$ cat config.mk
export PLATFORM = sky130hd
export DESIGN_NAME = fpas_seq
export DESIGN_NICKNAME = d
export VERILOG_FILES = /design/src/rtl/fpas_pkg.sv /design/src/rtl/fpas_align.sv /design/src/rtl/fpas_mant_alu.sv /design/src/rtl/fpas_norm.sv /design/src/rtl/fpas_seq.sv
export SDC_FILE = /design/constraint.sdc
export NUM_CORES = 1
export LEC_CHECK = 0
export ABC_AREA = 1
export BUFFER_PORTS_ARGS = -buffer_cell sky130_fd_sc_hd__buf_2
export CORE_MARGIN = 3
export CORE_UTILIZATION = 60
export CTS_CLUSTER_SIZE = 40
export DETAILED_ROUTE_END_ITERATION = 10
export PLACE_DENSITY = 0.81
export SLEW_MARGIN = 40
export SYNTH_ARGS = -nofsm -noshare
export SYNTH_HDL_FRONTEND = slang
export SYNTH_HIERARCHICAL = 1
export SYNTH_SLANG_ARGS = --single-unit
$ cat constraint.sdc
create_clock -name clk -period 4.65 [get_ports clk]
set_input_delay 1.1625 -clock clk [delete_from_list [all_inputs] [get_ports clk]]
set_output_delay 1.1625 -clock clk [all_outputs]
set_load 0.005 [all_outputs]
$ cat src/rtl/fpas_pkg.sv
package fpas_pkg;

  typedef enum logic [2:0] {
    ST_IDLE,
    ST_ZCHK,
    ST_ALIGN,
    ST_ARITH,
    ST_NORM
  } fpas_state_e;

  typedef enum logic [1:0] {
    CMP_LT,
    CMP_EQ,
    CMP_GT
  } exp_cmp_e;

endpackage

$ cat src/rtl/fpas_align.sv
module fpas_align
  import fpas_pkg::*;
#(
  parameter int MANT_W = 8,
  parameter int EXP_W  = 6
) (
  input  logic [MANT_W-1:0] a_mant,
  input  logic [EXP_W-1:0]  a_exp,
  input  logic [MANT_W-1:0] b_mant,
  input  logic [EXP_W-1:0]  b_exp,
  output exp_cmp_e          cmp,
  output logic [MANT_W-1:0] a_mant_nx,
  output logic [EXP_W-1:0]  a_exp_nx,
  output logic [MANT_W-1:0] b_mant_nx,
  output logic [EXP_W-1:0]  b_exp_nx
);

  // Three-way exponent comparison.
  function automatic exp_cmp_e compare_exp(input logic [EXP_W-1:0] x,
                                           input logic [EXP_W-1:0] y);
    if (x < y)       return CMP_LT;
    else if (x == y) return CMP_EQ;
    else             return CMP_GT;
  endfunction

  always_comb begin
    cmp       = compare_exp(a_exp, b_exp);
    a_mant_nx = a_mant;
    a_exp_nx  = a_exp;
    b_mant_nx = b_mant;
    b_exp_nx  = b_exp;
    // One alignment step: the operand with the smaller exponent moves right.
    unique case (cmp)
      CMP_LT: begin
        a_mant_nx = a_mant >> 1;
        a_exp_nx  = a_exp + 1'b1;
      end
      CMP_GT: begin
        b_mant_nx = b_mant >> 1;
        b_exp_nx  = b_exp + 1'b1;
      end
      default: ;
    endcase
  end

endmodule

$ cat src/rtl/fpas_mant_alu.sv
module fpas_mant_alu #(
  parameter int MANT_W = 8
) (
  input  logic              a_sign,
  input  logic [MANT_W-1:0] a_mant,
  input  logic              b_sign,
  input  logic [MANT_W-1:0] b_mant,
  input  logic              op_sub,
  output logic              res_sign,
  output logic [MANT_W-1:0] res_mant,
  output logic              carry,
  output logic              did_add
);

  localparam int SUM_W = MANT_W + 1;

  // Magnitude sum with carry out.
  function automatic logic [SUM_W-1:0] mag_add(input logic [MANT_W-1:0] x,
                                               input logic [MANT_W-1:0] y);
    return {1'b0, x} + {1'b0, y};
  endfunction

  // x + ~y + 1: top bit set means x >= y.
  function automatic logic [SUM_W-1:0] mag_sub(input logic [MANT_W-1:0] x,
                                               input logic [MANT_W-1:0] y);
    return {1'b0, x} + {1'b0, ~y} + SUM_W'(1);
  endfunction

  logic             eff_b_sign;
  logic [SUM_W-1:0] sum_w;
  logic [SUM_W-1:0] dif_w;

  always_comb begin
    eff_b_sign = b_sign ^ op_sub;
    sum_w      = mag_add(a_mant, b_mant);
    dif_w      = mag_sub(a_mant, b_mant);
    did_add    = (a_sign == eff_b_sign);
    if (did_add) begin
      carry    = sum_w[MANT_W];
      res_mant = sum_w[MANT_W-1:0];
      res_sign = a_sign;
    end else begin
      carry = dif_w[MANT_W];
      if (dif_w[MANT_W]) begin
        res_mant = dif_w[MANT_W-1:0];
        res_sign = (dif_w[MANT_W-1:0] == '0) ? 1'b0 : a_sign;
      end else begin
        res_mant = ~dif_w[MANT_W-1:0] + 1'b1;
        res_sign = eff_b_sign;
      end
    end
  end

endmodule

$ cat src/rtl/fpas_norm.sv
module fpas_norm #(
  parameter int MANT_W = 8,
  parameter int EXP_W  = 6
) (
  input  logic              sign_in,
  input  logic [MANT_W-1:0] mant_in,
  input  logic [EXP_W-1:0]  exp_in,
  input  logic              e_bit,
  input  logic              was_add,
  output logic              sign_nx,
  output logic [MANT_W-1:0] mant_nx,
  output logic [EXP_W-1:0]  exp_nx,
  output logic              finished,
  output logic              sub_zero,
  output logic              uflow_hit
);

  always_comb begin
    sign_nx   = sign_in;
    mant_nx   = mant_in;
    exp_nx    = exp_in;
    finished  = 1'b0;
    sub_zero  = 1'b0;
    uflow_hit = 1'b0;
    if (was_add) begin
      finished = 1'b1;
      if (e_bit) begin
        mant_nx = {1'b1, mant_in[MANT_W-1:1]};
        exp_nx  = exp_in + 1'b1;
      end
    end else if (mant_in == '0) begin
      finished = 1'b1;
      sub_zero = 1'b1;
      sign_nx  = 1'b0;
      exp_nx   = '0;
    end else if (mant_in[MANT_W-1]) begin
      finished = 1'b1;
    end else if (exp_in == '0) begin
      finished  = 1'b1;
      uflow_hit = 1'b1;
    end else begin
      mant_nx = {mant_in[MANT_W-2:0], 1'b0};
      exp_nx  = exp_in - 1'b1;
    end
  end

endmodule

$ cat src/rtl/fpas_seq.sv
module fpas_seq
  import fpas_pkg::*;
#(
  parameter int MANT_W = 8,
  parameter int EXP_W  = 6
) (
  input  logic              clk,
  input  logic              rst_n,
  input  logic              start,
  input  logic              op_sub,
  input  logic              a_sign,
  input  logic [MANT_W-1:0] a_mant,
  input  logic [EXP_W-1:0]  a_exp,
  input  logic              b_sign,
  input  logic [MANT_W-1:0] b_mant,
  input  logic [EXP_W-1:0]  b_exp,
  output logic              busy,
  output logic              done,
  output logic              r_sign,
  output logic [MANT_W-1:0] r_mant,
  output logic [EXP_W-1:0]  r_exp,
  output logic              exp_uflow
);

  fpas_state_e       state;
  logic              ac_sign, br_sign, op_q, e_q, add_q, done_q, uflow_q;
  logic [MANT_W-1:0] ac_mant, br_mant;
  logic [EXP_W-1:0]  ac_exp, br_exp;

  exp_cmp_e          cmp;
  logic [MANT_W-1:0] al_a_mant, al_b_mant;
  logic [EXP_W-1:0]  al_a_exp, al_b_exp;

  logic              alu_sign, alu_carry, alu_add;
  logic [MANT_W-1:0] alu_mant;

  logic              nm_sign, nm_fin, nm_zero, nm_uflow;
  logic [MANT_W-1:0] nm_mant;
  logic [EXP_W-1:0]  nm_exp;

  // Named internal events for the checker.
  logic ev_accept, ev_shift_a, ev_shift_b, ev_sub_zero;

  fpas_align #(.MANT_W(MANT_W), .EXP_W(EXP_W)) u_align (
    .a_mant   (ac_mant),
    .a_exp    (ac_exp),
    .b_mant   (br_mant),
    .b_exp    (br_exp),
    .cmp      (cmp),
    .a_mant_nx(al_a_mant),
    .a_exp_nx (al_a_exp),
    .b_mant_nx(al_b_mant),
    .b_exp_nx (al_b_exp)
  );

  fpas_mant_alu #(.MANT_W(MANT_W)) u_alu (
    .a_sign  (ac_sign),
    .a_mant  (ac_mant),
    .b_sign  (br_sign),
    .b_mant  (br_mant),
    .op_sub  (op_q),
    .res_sign(alu_sign),
    .res_mant(alu_mant),
    .carry   (alu_carry),
    .did_add (alu_add)
  );

  fpas_norm #(.MANT_W(MANT_W), .EXP_W(EXP_W)) u_norm (
    .sign_in  (ac_sign),
    .mant_in  (ac_mant),
    .exp_in   (ac_exp),
    .e_bit    (e_q),
    .was_add  (add_q),
    .sign_nx  (nm_sign),
    .mant_nx  (nm_mant),
    .exp_nx   (nm_exp),
    .finished (nm_fin),
    .sub_zero (nm_zero),
    .uflow_hit(nm_uflow)
  );

  assign ev_accept   = (state == ST_IDLE) && start;
  assign ev_shift_a  = (state == ST_ALIGN) && (cmp == CMP_LT);
  assign ev_shift_b  = (state == ST_ALIGN) && (cmp == CMP_GT);
  assign ev_sub_zero = (state == ST_NORM) && nm_zero;

  always_ff @(posedge clk or negedge rst_n) begin
    if (!rst_n) begin
      state   <= ST_IDLE;
      ac_sign <= 1'b0;
      ac_mant <= '0;
      ac_exp  <= '0;
      br_sign <= 1'b0;
      br_mant <= '0;
      br_exp  <= '0;
      op_q    <= 1'b0;
      e_q     <= 1'b0;
      add_q   <= 1'b0;
      done_q  <= 1'b0;
      uflow_q <= 1'b0;
    end else begin
      done_q <= 1'b0;
      unique case (state)
        ST_IDLE: begin
          if (start) begin
            ac_sign <= a_sign;
            ac_mant <= a_mant;
            ac_exp  <= a_exp;
            br_sign <= b_sign;
            br_mant <= b_mant;
            br_exp  <= b_exp;
            op_q    <= op_sub;
            uflow_q <= 1'b0;
            state   <= ST_ZCHK;
          end
        end
        ST_ZCHK: begin
          if (br_mant == '0) begin
            done_q <= 1'b1;
            state  <= ST_IDLE;
          end else if (ac_mant == '0) begin
            ac_sign <= br_sign ^ op_q;
            ac_mant <= br_mant;
            ac_exp  <= br_exp;
            done_q  <= 1'b1;
            state   <= ST_IDLE;
          end else begin
            state <= ST_ALIGN;
          end
        end
        ST_ALIGN: begin
          if (cmp == CMP_EQ) begin
            state <= ST_ARITH;
          end else begin
            ac_mant <= al_a_mant;
            ac_exp  <= al_a_exp;
            br_mant <= al_b_mant;
            br_exp  <= al_b_exp;
          end
        end
        ST_ARITH: begin
          ac_sign <= alu_sign;
          ac_mant <= alu_mant;
          e_q     <= alu_carry;
          add_q   <= alu_add;
          state   <= ST_NORM;
        end
        ST_NORM: begin
          ac_sign <= nm_sign;
          ac_mant <= nm_mant;
          ac_exp  <= nm_exp;
          if (nm_uflow) uflow_q <= 1'b1;
          if (nm_fin) begin
            done_q <= 1'b1;
            state  <= ST_IDLE;
          end
        end
        default: state <= ST_IDLE;
      endcase
    end
  end

  assign busy      = (state != ST_IDLE);
  assign done      = done_q;
  assign r_sign    = ac_sign;
  assign r_mant    = ac_mant;
  assign r_exp     = ac_exp;
  assign exp_uflow = uflow_q;

endmodule

## Yosys cells after proc, flatten, opt, wreduce, memory -nomap -nowiden

Cells that the tools add are included.

| storage, ports and cells | value |
|---|---|
| register bits | 38 |
| input port bits | 34 |
| output and inout port bits | 18 |
| word-level logic and storage cells | 135 |

| operators by class | value |
|---|---|
| add/sub/neg operators | 7 |
| order comparisons | 1 |
| equal/unequal tests | 27 |
| muxes and demuxes | 64 |
| bitwise logic cells | 3 |
| reduce and logical (&&, ||, !) cells | 20 |

Operators with widths:

| cell | number |
|---|---|
| $mux W8 | 15 |
| $mux W6 | 13 |
| $pmux W8 S5 | 1 |
| $logic_not A8 Y1 | 3 |
| $pmux W6 S4 | 1 |
| $mux W1 | 21 |
| $add A8 B8 Y9 | 2 |
| $ne A2 B2 Y1 const B | 8 |
| $not A8 Y8 | 2 |
| $pmux W8 S2 | 1 |
| $reduce_and A8 Y1 | 2 |
| $ne A3 B3 Y1 const B | 5 |
| $pmux W3 S5 | 1 |
| $add A6 B1 Y6 const B | 2 |
| $pmux W6 S2 | 1 |
| $reduce_and A10 Y1 | 1 |
| $add A9 B1 Y9 const B | 1 |
| $mux W3 | 3 |
| $reduce_and A9 Y1 | 1 |
| $add A8 B1 Y8 const B | 1 |
| $mux W2 | 4 |
| $ne A2 B1 Y1 const B | 4 |
| $reduce_bool A4 Y1 | 2 |
| $eq A3 B2 Y1 const B | 2 |
| other kinds (22) | 25 |

## Depth between registers and ports, before layout

Gate-level depths: netlist of run 1.

| logic depth | value |
|---|---|
| word-level depth | 8 |
| gate-level depth with buffers | 21 |
| mapped depth without buffers | 21 |

## Hierarchy

The synthesis of run 1 kept the hierarchy.

By module, submodules not included:

| module | times used | cells an instance | area each (µm²) | seq. area each (µm²) |
|---|---|---|---|---|
| fpas_seq | 1 | 387 | 2512.4 | 950.9 |
| fpas_mant_alu | 1 | 197 | 1094.8 | 0.0 |
| fpas_norm | 1 | 140 | 759.5 | 0.0 |
| fpas_align | 1 | 144 | 716.9 | 0.0 |

## Least setup slack after synthesis of run 1

OpenSTA, ideal clock, no wires.

| timing | value |
|---|---|
| path type | flip-flop to flip-flop |
| start point | reg ac_mant[0], in the netlist r_mant[0] |
| end point | reg ac_mant[6], in the netlist r_mant[6] |
| arrival | 2.372 ns |
| data required time | 4.533 ns |
| path slack | 2.161 ns |
| cell stages (with the launch flop) | 20 |
| period minus slack after synthesis | 2.489 ns |
| path through | dfrtp_1 > inv_1 > ha_1 > fa_1 > ha_1 > inv_1 > nor2_1 > nand3_1 > nor2_1 > nand2_1 > nand2_1 > nand2_1 > nand3_1 > nand2_1 > nand4_1 > nand2_1 > nor2_1 > nand2_1 > nand3_1 > nand2_1 |

| on the way | value |
|---|---|
| word-level cells in the longest chain between the ends | 7 |
| elaborated cells on any way between the ends | 12 |

RTL lines:

| item | line | RTL |
|---|---|---|
| from (decl) | fpas_seq.sv:27 | `logic [MANT_W-1:0] ac_mant, br_mant;` |
| from (signal assigned) | fpas_seq.sv:107 | `ac_mant <= a_mant;` |
| from (signal assigned) | fpas_seq.sv:123 | `ac_mant <= br_mant;` |
| from (signal assigned) | fpas_seq.sv:135 | `ac_mant <= al_a_mant;` |
| $add A8 B8 Y9 | fpas_mant_alu.sv:26 | `return {1'b0, x} + {1'b0, ~y} + SUM_W'(1);` |
| $add A9 B1 Y9 | fpas_mant_alu.sv:26 |  |
| $not A8 Y8 | fpas_mant_alu.sv:48 | `res_mant = ~dif_w[MANT_W-1:0] + 1'b1;` |
| $add A8 B1 Y8 | fpas_mant_alu.sv:48 |  |
| $mux W8 | fpas_mant_alu.sv:44 | `if (dif_w[MANT_W]) begin` |
| $mux W8 (*) | fpas_mant_alu.sv:38 | `if (did_add) begin` |
| net alu_mant[6] | fpas_seq.sv:35 | `logic [MANT_W-1:0] alu_mant;` |
| $pmux W8 S5 (*) | fpas_seq.sv:103 | `unique case (state)` |

Mark *: on every way through the listed nets, which the timed path passes. The rest lies on a longest branch.
A chain may end at the register's enable or synchronous reset.

## Worst setup path after layout of run 1

| timing | value |
|---|---|
| start point | reg ac_exp[3], in the netlist r_exp[3] |
| end point | reg br_mant[5] |

| on the way | value |
|---|---|
| word-level cells in the longest chain between the ends | 6 |
| elaborated cells on any way between the ends | 9 |

RTL lines:

| item | line | RTL |
|---|---|---|
| from (decl) | fpas_seq.sv:28 | `logic [EXP_W-1:0] ac_exp, br_exp;` |
| from (signal assigned) | fpas_seq.sv:108 | `ac_exp <= a_exp;` |
| from (signal assigned) | fpas_seq.sv:124 | `ac_exp <= br_exp;` |
| from (signal assigned) | fpas_seq.sv:136 | `ac_exp <= al_a_exp;` |
| branches (longest 2 deep; another with $lt A6 B6 Y1) | -- |  |
| $mux W2 (*) | fpas_align.sv:21 | `if (x < y) return CMP_LT;` |
| net cmp[1] | fpas_seq.sv:30 | `exp_cmp_e cmp;` |
| $eq A2 B1 Y1 or $eq A2 B2 Y1 (tied branches) | fpas_seq.sv:132, fpas_align.sv:33 |  |
| $ne A2 B2 Y1 (no line) or $ne A2 B1 Y1 (tied branches) | -- |  |
| $reduce_and A4 Y1 (no line) (*) | -- |  |
| to (signal assigned) | fpas_seq.sv:110 | `br_mant <= b_mant;` |
| to (signal assigned) | fpas_seq.sv:137 | `br_mant <= al_b_mant;` |
| to (decl) | fpas_seq.sv:27 |  |

Mark *: on every way through the listed nets, which the timed path passes.

==> results.md, run 1 <==
* Most common flop cell mapped by yosys: sky130_fd_sc_hd__dfrtp_1
* Simple-gate share of the synthesized area at 0.5026
* Count of final hold-check violations at 0
* Biggest fanout along the worst timing path at 28
* CTS Hold Buffers Added at 0
* Share of the clock period used by the worst path at 0.7150
* Avg Inst Size Synth at 5.857 um2
* Std cell rows at 32
* Wire length of the first global-routing pass at 24720 um
* DRC Markers at 0
* Area occupied by multi-input gates at 3537 um2
* Outcome: finished, final reports clean
* Cell mode on critical path: sky130_fd_sc_hd__nand2_1
* Net count after synthesis at 931
* # port buffers at 51
* Drt pass-1 iters at 6
* Via count of the first global-routing pass at 5166
* Hold wc startpoint: exp_uflow
* Launch point of the critical path: r_exp[3]
* Die Area at 9613 um2
* Compound-cell area share of the yosys netlist at 0.09057
* Number of flops mapped to enable cells by yosys at 0
* Final worst path period need at 3.325 ns
* Cell at the root of the clock tree: sky130_fd_sc_hd__clkbuf_8
* Chip Height at 98.05 um
* Sequential-to-total area share from yosys stat at 0.1871
* Count of antenna-violating nets left after detailed routing at 0
* Initial antenna violation count at 0
* Sequential cell area at 950.9 um2
* Sequence of cells on the critical path: ha_1 > nand2_1 > nor2_2 > nand2_1 > nand3_2 > nand2_2 > inv_1 > nor2_1 > nand2_1 > nand2_2 > nor2_2 > nand2_1 > o21ai_1
* Post-Synth Adder-Cell Area at 0.07433
* Floorplan die width at 98.05 um
* Main combinational cell family by area after synthesis: simple AND/OR/NAND/NOR gates
* I/O Pins at 52
* Setup repair after global routing missed its margin: false
* Final HPWL DP at 10920 um
* Inserted Clock Buffers at 5
* Fill cell count at 805
* Setup violators final at 0
* Total inserted antenna cells at 0
* Residual overflow from global routing at 0
* Critical Path Max Stage Delay at 0.64 ns
* Data required time of the critical path at 4.88 ns
* Maximum number of pins on one net before global-route repair at 39
* Max-slew violation count at 0
* H-tree depth at 2
* Max-cap viol count at 0
* Average routed wire per standard cell at 14.85 um
* Nets@finish at 956
* Clock slew at the register clock pins of the worst setup and hold paths at 0.10 ns
* Skew-Pair Late Insertion Delay at 0.31 ns
* Routability congestion estimate from global placement at 0.9352
* Number of buffers added for setup after CTS at 0
* Via-to-Cell Ratio at 5.793
* Hold Crit Class: flop to flop
* Xor and xnor area share after synthesis at 0.02190
* Worst EP arrival at 3.56 ns
* Via count at 5770
* Remaining max-slew budget at the tightest pin at 0.4804
* TritonCTS clock tree: yes
* Type of element capturing the critical path: flop
* Starting DRT DRC Count at 626
* Max Fclk at 300.8 MHz
* Placed cell count at 988
* CORE AREA at 7968 um2
* Most common cell after layout, fill and taps aside: sky130_fd_sc_hd__nand2_1
* Combined global-route utilization of all metal layers at 0.3062
* Number of cells upsized or downsized after cts at 0
* Number of buffers and inverters on the critical path at 1
* Cell variety after synth at 43
* Finished Layout Cells at 996
* Post-detailed-routing wire length at 14790 um
* Type of element launching the critical path: flop
* Initial Util at 0.6380
* Slew at the pin closest to its max-slew limit at 0.7786 ns
* Growth of design area from synthesis to finish at 5.956%
* Largest buffer count on any clock path at 2
* Reg2Reg Launch Point: r_exp[3]
* Synthesized instance count at 868
* Highest-count cells in the layout ignoring fill and taps: sky130_fd_sc_hd__nand2_1, sky130_fd_sc_hd__nand3_1, sky130_fd_sc_hd__inv_1
* Number of register bits inferred by synthesis at 38
* Num Clock Sinks at 38
* Clock Skews at 0.01439 ns
* Synth warnings at 6
* Final standard cell utilization of the core at 0.6760
* Netlist area before placement at 5084 um2
* Hold Worst Slack at 0.5007 ns
* Category of cells accounting for the largest share of critical-path delay: simple AND/OR/NAND/NOR gates
* Category of the most critical setup path: flop to flop
* Post-Route Setup TNS at 0 ns
* Multiplexer area fraction after synthesis at 0.006399
* Fraction of final layout cells sized beyond drive strength 1 at 0.1331
* Highest-delay cell along the critical path: sky130_fd_sc_hd__nor2_2
* Async SR Flop Fraction at 1.000
-- synthesized netlist by cell type (2+ instances only) --
library cell | count | area (um2)
sky130_fd_sc_hd__o21bai_1 | 2 | 15.01
sky130_fd_sc_hd__nand2_1 | 323 | 1212
sky130_fd_sc_hd__nor2_4 | 5 | 56.30
sky130_fd_sc_hd__a21oi_2 | 2 | 17.52
sky130_fd_sc_hd__dfrtp_1 | 38 | 950.9
sky130_fd_sc_hd__o21ai_1 | 12 | 60.06
sky130_fd_sc_hd__nand3b_1 | 2 | 15.01
sky130_fd_sc_hd__nor2_1 | 59 | 221.5
sky130_fd_sc_hd__a21oi_1 | 27 | 135.1
sky130_fd_sc_hd__inv_1 | 84 | 315.3
sky130_fd_sc_hd__ha_1 | 27 | 337.8
sky130_fd_sc_hd__nand2_2 | 11 | 68.82
sky130_fd_sc_hd__clkbuf_1 | 2 | 7.510
sky130_fd_sc_hd__o21ai_0 | 38 | 190.2
sky130_fd_sc_hd__o22ai_1 | 2 | 12.51
sky130_fd_sc_hd__xnor2_1 | 2 | 17.52
sky130_fd_sc_hd__nor2_2 | 11 | 68.82
sky130_fd_sc_hd__fa_1 | 2 | 40.04
sky130_fd_sc_hd__mux2_2 | 2 | 22.52
sky130_fd_sc_hd__nand3_1 | 107 | 535.5
sky130_fd_sc_hd__buf_6 | 3 | 33.78
sky130_fd_sc_hd__buf_2 | 13 | 65.06
sky130_fd_sc_hd__nand3_2 | 10 | 100.1
sky130_fd_sc_hd__buf_4 | 12 | 90.09
sky130_fd_sc_hd__xor2_1 | 7 | 61.31
sky130_fd_sc_hd__nor3_1 | 4 | 20.02
sky130_fd_sc_hd__clkbuf_2 | 3 | 15.01
sky130_fd_sc_hd__inv_2 | 12 | 45.04
sky130_fd_sc_hd__nand4_1 | 32 | 200.2
-- sequential cells by signal, summed over array words and instances (netlist names), 3 cells and up --
register  count
state         3
br_exp        6
r_exp         6
br_mant       8
r_mant        8
-- stage by stage --
step / instance area (um2) / setup WS, ns
global route: 5386 / 1.021
global placement: 5246 / 1.549
floorplan: 5084 / 2.161
detailed placement: 5249 / 1.418
CTS: 5386 / 1.395
finish: 5386 / 1.325
-- cells by family after synthesis --
family,after synthesis
compound gates,87
xor+xnor,11
fa+ha+maj,29
buf+inv,131
flops,38
mux,3
simple gates,569
-- routing by layer --
| layer | track usage | vias up | part of all wire |
|---|---|---|---|
| met5 | 0 | - | 0 |
| li1 | - | 2839 | - |
| met2 | 0.4707 | 293 | 0.44 |
| met3 | 0.05286 | 30 | 0.096 |
| met4 | 0.07561 | 0 | 0.018 |
| met1 | 0.4467 | 2608 | 0.45 |
-- area by class of cell --
cell class                      instances  share of cell area
Sequential cell                        38              0.1765
Clock buffer                            5             0.01278
Tap cell                              102             0.02369
Clock inverter                          3             0.01278
Inverter                               96             0.06690
Timing Repair Buffer                   53             0.05064
Multi-Input combinational cell        699              0.6567
-- worst reg2reg max path, cell delays in order, from the launching register on --
cell	delay, ns
sky130_fd_sc_hd__dfrtp_1	0.60
sky130_fd_sc_hd__ha_1	0.42
sky130_fd_sc_hd__nand2_1	0.06
sky130_fd_sc_hd__nor2_2	0.10
sky130_fd_sc_hd__nand2_1	0.09
sky130_fd_sc_hd__nand3_2	0.38
sky130_fd_sc_hd__nand2_2	0.28
sky130_fd_sc_hd__inv_1	0.14
sky130_fd_sc_hd__nor2_1	0.07
sky130_fd_sc_hd__nand2_1	0.08
sky130_fd_sc_hd__nand2_2	0.15
sky130_fd_sc_hd__nor2_2	0.65
sky130_fd_sc_hd__nand2_1	0.13
sky130_fd_sc_hd__o21ai_1	0.11
-- path summary, 6_finish.rpt --
kind | endpoint | slack [ns] | depth (start not counted)
setup reg to reg | br_mant[5] | 1.33 | 13
hold / removal | exp_uflow | 0.50 | 2
hold reg to reg | exp_uflow | 0.50 | 2
max in group asynchronous | r_exp[1] | 3.42 | 1
min in group asynchronous | r_mant[2] | 0.83 | 1
setup / recovery | br_mant[5] | 1.33 | 13
Power of run 1 is not shown: default switching activity piles up to over one toggle a cycle in this logic, so the estimate is an artifact.
==> run 2, diff against run 1 <==
--- a/config.mk
+++ b/config.mk
@@ -5,13 +5,13 @@
 export SDC_FILE = /design/constraint.sdc
 export NUM_CORES = 1
 export LEC_CHECK = 0
-export ABC_AREA = 1
+export ABC_AREA = 0
 export BUFFER_PORTS_ARGS = -buffer_cell sky130_fd_sc_hd__buf_2
 export CORE_MARGIN = 3
 export CORE_UTILIZATION = 60
 export CTS_CLUSTER_SIZE = 40
 export DETAILED_ROUTE_END_ITERATION = 10
-export PLACE_DENSITY = 0.81
+export PLACE_DENSITY = 0.82
 export SLEW_MARGIN = 40
 export SYNTH_ARGS = -nofsm -noshare
 export SYNTH_HDL_FRONTEND = slang
==> constraint.sdc (replaced) <==
create_clock -name clk -period 3.1 [get_ports clk]
set_input_delay 0.775 -clock clk [delete_from_list [all_inputs] [get_ports clk]]
set_output_delay 0.775 -clock clk [all_outputs]
set_load 0.005 [all_outputs]
==> results.md, run 2 <==
* Outcome: complete, but fails checks
* Violations in the final reports: setup timing
* Chip Height at 93.47 um
* CTS Hold Buffers Added at 0
* CORE AREA at 7331 um2
* Slew at the pin closest to its max-slew limit at 0.7792 ns
* Hold Crit Class: input pin to asynchronous set/reset pin
* Count of final hold-check violations at 0
* Floorplan die width at 93.47 um
* Proportion of netlist area held by the largest area contributor at 0.2071
* Cell type with the largest total area after synthesis: sky130_fd_sc_hd__dfrtp_1
* Synth top area cells: sky130_fd_sc_hd__dfrtp_1, sky130_fd_sc_hd__ha_1, sky130_fd_sc_hd__mux2i_1
* H-tree depth at 2
* Worst EP arrival at 3.52 ns
* Data required time of the critical path at 3.28 ns
* Clock Skews at 0.005779 ns
* Synthesized instance count at 518
* I/O Pins at 52
* TritonCTS clock tree: yes
* Type of element capturing the critical path: flop
* Fill cell count at 502
* Clock slew at the register clock pins of the worst setup and hold paths at 0.08 ns
* DRC Markers at 0
* Fraction of final layout cells sized beyond drive strength 1 at 0.3415
* Post-detailed-routing wire length at 13520 um
* Average routed wire per standard cell at 19.10 um
* Growth of design area from synthesis to finish at 18.67%
* Largest buffer count on any clock path at 2
* Routability congestion estimate from global placement at 0.9245
* Remaining max-slew budget at the tightest pin at 0.4787
* Nets@finish at 671
* Post-layout instance area at 5448 um2
* Type of element launching the critical path: flop
* Sequential-to-total area share from yosys stat at 0.2071
* Worst Reg2Reg Path Length in Cells at 14
* Avg Inst Size Synth at 8.862 um2
* Combined global-route utilization of all metal layers at 0.3007
* Finished Layout Cells at 708
* Total inserted antenna cells at 0
* Setup violators final at 7
* Setup slack on the worst flop-to-flop path at -0.24 ns
* Number of flops mapped to enable cells by yosys at 0
* Cell at the root of the clock tree: sky130_fd_sc_hd__clkbuf_8
* Std cell rows at 31
* Leading post-synthesis cells by instance count: sky130_fd_sc_hd__a21oi_1, sky130_fd_sc_hd__nor2_1, sky130_fd_sc_hd__dfrtp_1
* Biggest fanout along the worst timing path at 6
* Most common flop cell mapped by yosys: sky130_fd_sc_hd__dfrtp_1
* # port buffers at 51
* Via count of the first global-routing pass at 4273
* Max-cap viol count at 0
* Final worst path period need at 3.338 ns
* Most numerous cell in the Yosys netlist: sky130_fd_sc_hd__a21oi_1
* Maximum number of pins on one net before global-route repair at 39
* Die Area at 8737 um2
* Cell variety after synth at 75
* Max-slew violation count at 0
* Placed cell count at 695
* Number of register bits inferred by synthesis at 38
* Max Fclk at 299.6 MHz
* Drt pass-1 iters at 4
* Worst setup margin at -0.2376 ns
* Final HPWL DP at 9633 um
* Net count after synthesis at 581
* Skew-Pair Late Insertion Delay at 0.30 ns
* Initial antenna violation count at 0
* Via count at 4525
* Starting DRT DRC Count at 414
* Initial Util at 0.6262
* Highest-count cells in the layout ignoring fill and taps: sky130_fd_sc_hd__buf_4, sky130_fd_sc_hd__buf_2, sky130_fd_sc_hd__a21oi_1
* Category of the most critical setup path: flop to flop
* Wire length of the first global-routing pass at 21050 um
* Via-to-Cell Ratio at 6.391
* Share of the clock period used by the worst path at 1.077
* Residual overflow from global routing at 0
* Synth warnings at 6
* Reg-to-reg critical path endpoint: r_mant[4]
* Count of antenna-violating nets left after detailed routing at 0
* Netlist area before placement at 4591 um2
* Reg2Reg Launch Point: r_mant[1]
* Area after DPL at 5253 um2
* Num Clock Sinks at 38
* Most common cell after layout, fill and taps aside: sky130_fd_sc_hd__buf_4
* Setup repair after global routing missed its margin: true
* Async SR Flop Fraction at 1.000
* Inserted Clock Buffers at 5
run 2: through the flow:
step / hold slack (ns) / util / setup TNS (ns) / worst slack [ns]
global placement: 0.5140 / 0.7162 / -0.03081 / -0.03081
floorplan: 0.4774 / - / -0.2452 / -0.05827
CTS: 0.4566 / 0.7343 / -0.2697 / -0.08560
finish: 0.4352 / 0.7431 / -0.9642 / -0.2376
global route: 0.4609 / 0.7431 / -1.736 / -0.3385
detailed placement: 0.5588 / 0.7165 / -0.6208 / -0.1540
run 2: what timing repair did:
item,CTS,global route
gates resized for setup,8,9
hold endpoints to repair,0,0
setup buffers,1,4
pin swaps,14,16
cloned,0,0
endpoints found under the setup margin,7,14
run 2: cell families after synthesis:
kind of cell	count (synthesis)	synth area share
muxes	78	0.2077
buffers and inverters	67	0.07250
AOI/OAI and AO/OA	131	0.2082
xor gates and xnor gates	31	0.05914
DFF	38	0.2071
adders and majority gates	29	0.08231
and+or+nand+nor	144	0.1630
run 2: area by class of cell:
cell class	instances	area, um2	share of cell area
Tap cell	99	123.9	0.02274
Timing Repair Buffer	113	726.9	0.1334
Sequential cell	38	954.7	0.1752
Clock inverter	2	12.51	0.002297
Inverter	37	138.9	0.02549
Multi-Input combinational cell	413	3408	0.6256
Clock buffer	6	82.58	0.01516
run 2: how the worst max path moves through the flow:
stage	to	from	depth (start not counted)
6_report	r_mant[4]	r_mant[1]	14
5_1_grt	r_mant[1]	r_mant[1]	14
4_1_cts	r_mant[4]	br_mant[0]	14
3_5_place_dp	r_mant[7]	br_mant[0]	13
3_3_place_gp	r_mant[7]	br_mant[0]	13
2_1_floorplan	r_mant[7]	r_mant[0]	14
run 2: critical path: stages, from the launching register on:
cell and delay, ns:
sky130_fd_sc_hd__dfrtp_2 0.42, sky130_fd_sc_hd__inv_1 0.11, sky130_fd_sc_hd__fa_2 0.40, sky130_fd_sc_hd__nand2b_4 0.17
sky130_fd_sc_hd__a211oi_4 0.30, sky130_fd_sc_hd__buf_6 0.16, sky130_fd_sc_hd__o21ai_4 0.09, sky130_fd_sc_hd__o21ai_2 0.11
sky130_fd_sc_hd__xor2_1 0.21, sky130_fd_sc_hd__o21ai_1 0.10, sky130_fd_sc_hd__xnor2_1 0.16, sky130_fd_sc_hd__mux4_2 0.49
sky130_fd_sc_hd__nor2_2 0.17, sky130_fd_sc_hd__a21oi_2 0.05, sky130_fd_sc_hd__mux2_4 0.26
run 2: per-layer routing:
layer / track usage / up-vias / wire (um)
li1: - / 2063 / -
met1: 0.4022 / 2154 / 5690
met2: 0.5039 / 263 / 6426
met3: 0.04988 / 45 / 1036
met4: 0.07814 / 0 / 368
met5: 0 / - / 0
Power of run 2 is left out for the same reason.
==> run 3, diff against run 2 <==
--- a/config.mk
+++ b/config.mk
@@ -7,11 +7,12 @@
 export LEC_CHECK = 0
 export ABC_AREA = 0
 export BUFFER_PORTS_ARGS = -buffer_cell sky130_fd_sc_hd__buf_2
+export CELL_PAD_IN_SITES_DETAIL_PLACEMENT = 1
+export CELL_PAD_IN_SITES_GLOBAL_PLACEMENT = 2
 export CORE_MARGIN = 3
-export CORE_UTILIZATION = 60
-export CTS_CLUSTER_SIZE = 40
+export CORE_UTILIZATION = 37
 export DETAILED_ROUTE_END_ITERATION = 10
-export PLACE_DENSITY = 0.82
+export PLACE_DENSITY_LB_ADDON = 0.1
 export SLEW_MARGIN = 40
 export SYNTH_ARGS = -nofsm -noshare
 export SYNTH_HDL_FRONTEND = slang
==> results.md, run 3 (same netlist as run 2, synthesis figures left out) <==
* Chip Height at 117.4 um
* Final HPWL DP at 11750 um
* Outcome: complete, but fails checks
* Worst Reg2Reg Path Length in Cells at 14
* Initial Util at 0.3806
* Biggest fanout along the worst timing path at 7
* Data required time of the critical path at 3.29 ns
* Residual overflow from global routing at 0
* Area occupied by multi-input gates at 3482 um2
* Reg-to-reg critical path endpoint: r_mant[3]
* Highest-count cells in the layout ignoring fill and taps: sky130_fd_sc_hd__buf_4, sky130_fd_sc_hd__buf_2, sky130_fd_sc_hd__a21oi_1
* Nets@finish at 676
* Max-cap viol count at 0
* CORE AREA at 12060 um2
* Maximum number of pins on one net before global-route repair at 39
* Setup repair after global routing missed its margin: true
* CTS Hold Buffers Added at 0
* Growth of design area from synthesis to finish at 24.26%
* Post-Route Setup TNS at -0.4499 ns
* Wire length of the first global-routing pass at 24670 um
* DRC Markers at 0
* Skew-Pair Late Insertion Delay at 0.30 ns
* Share of the clock period used by the worst path at 1.040
* I/O Pins at 52
* Inserted Clock Buffers at 5
* H-tree depth at 2
* Cell at the root of the clock tree: sky130_fd_sc_hd__clkbuf_16
* Max-slew violation count at 0
* Via-to-Cell Ratio at 5.518
* # port buffers at 51
* Slew at the pin closest to its max-slew limit at 0.7859 ns
* Post-layout instance area at 5704 um2
* Drt pass-1 iters at 4
* Violations in the final reports: setup timing
* Clock Skews at 0.004615 ns
* Initial antenna violation count at 0
* Starting DRT DRC Count at 192
* Via count at 4315
* Average routed wire per standard cell at 19.88 um
* Routability congestion estimate from global placement at 0.8684
* Sequence of cells on the critical path: ha_4 > fa_2 > nand2b_4 > a211oi_4 > buf_6 > o21ai_4 > nand2_1 > xor2_1 > o21ai_1 > xnor2_1 > mux4_2 > nor2_1 > a21oi_1 > mux2_2
* Fill cell count at 1392
* Most common cell after layout, fill and taps aside: sky130_fd_sc_hd__buf_4
* Num Clock Sinks at 38
* Combined global-route utilization of all metal layers at 0.2236
* Reg2Reg Launch Point: br_mant[0]
* Final worst path period need at 3.223 ns
* Remaining max-slew budget at the tightest pin at 0.4750
* Die Area at 13780 um2
* Fraction of final layout cells sized beyond drive strength 1 at 0.3550
* Finished Layout Cells at 782
* Worst setup margin at -0.1235 ns
* Post-detailed-routing wire length at 15540 um
* Max Fclk at 310.2 MHz
* Type of element capturing the critical path: flop
* Std cell rows at 40
* Placed cell count at 772
* Hold Worst Slack at 0.4619 ns
* TritonCTS clock tree: yes
* Highest-delay cell along the critical path: sky130_fd_sc_hd__mux4_2
* Via count of the first global-routing pass at 4405
* Category of cells accounting for the largest share of critical-path delay: multiplexers
* Total inserted antenna cells at 0
* Setup violators final at 7
* Sequential cell area at 953.4 um2
* Count of final hold-check violations at 0
* Critical Path Max Stage Delay at 0.46 ns
* Count of antenna-violating nets left after detailed routing at 0
* Number of buffers and inverters on the critical path at 1
* Setup slack on the worst flop-to-flop path at -0.12 ns
* Type of element launching the critical path: flop
* Clock slew at the register clock pins of the worst setup and hold paths at 0.06 ns
* Floorplan die width at 117.4 um
* Hold Crit Class: input pin to asynchronous set/reset pin
* Largest buffer count on any clock path at 2
* Worst EP arrival at 3.41 ns
* Category of the most critical setup path: flop to flop
* Area after DPL at 5406 um2
## run 3: layout make-up
class / count / share of cell area
Multi-Input combinational cell: 413 / 0.6104
Tap cell: 168 / 0.03685
Timing Repair Buffer: 118 / 0.1347
Clock buffer: 6 / 0.02435
Sequential cell: 38 / 0.1671
Clock inverter: 2 / 0.002193
Inverter: 37 / 0.02435
## run 3: worst max path at each step
stage               start         to  slack, ns  cells past startpoint
2_1_floorplan   r_mant[0]  r_mant[7]      -0.06                     14
3_3_place_gp   br_mant[0]  r_mant[7]      -0.07                     13
3_5_place_dp   br_mant[0]  r_mant[6]      -0.17                     13
4_1_cts        br_mant[0]  r_mant[6]      -0.08                     12
5_1_grt        br_mant[0]  r_mant[7]      -0.23                     13
6_report       br_mant[0]  r_mant[3]      -0.12                     14
## run 3: what timing repair did
action | CTS | global route
endpoints found under the setup margin | 7 | 15
gates cloned | 0 | 0
pin swaps | 11 | 8
buffers inserted | 1 | 1
gates resized for setup | 9 | 13
## run 3: metrics by stage
stage | worst slack, ns | utilization
after floorplan | -0.05827 | -
after global placement | -0.07264 | 0.4474
after detailed placement | -0.1723 | 0.4482
after CTS | -0.07609 | 0.4645
after global routing | -0.2254 | 0.4729
final | -0.1235 | 0.4729
## run 3: per-layer routing
metal | track usage | wire (um)
met3 | 0.04581 | 571
met4 | 0.03666 | 143
met5 | 0 | 0
met1 | 0.3213 | 7599
met2 | 0.3540 | 7229
## run 3: worst reg2reg max path, cell delays in order (launching register included)
cell and delay (ns):
sky130_fd_sc_hd__dfrtp_1 0.41, sky130_fd_sc_hd__ha_4 0.18, sky130_fd_sc_hd__fa_2 0.36, sky130_fd_sc_hd__nand2b_4 0.17
sky130_fd_sc_hd__a211oi_4 0.25, sky130_fd_sc_hd__buf_6 0.16, sky130_fd_sc_hd__o21ai_4 0.11, sky130_fd_sc_hd__nand2_1 0.14
sky130_fd_sc_hd__xor2_1 0.21, sky130_fd_sc_hd__o21ai_1 0.10, sky130_fd_sc_hd__xnor2_1 0.15, sky130_fd_sc_hd__mux4_2 0.46
sky130_fd_sc_hd__nor2_1 0.09, sky130_fd_sc_hd__a21oi_1 0.04, sky130_fd_sc_hd__mux2_2 0.26
Power of run 3 is left out for the same reason.
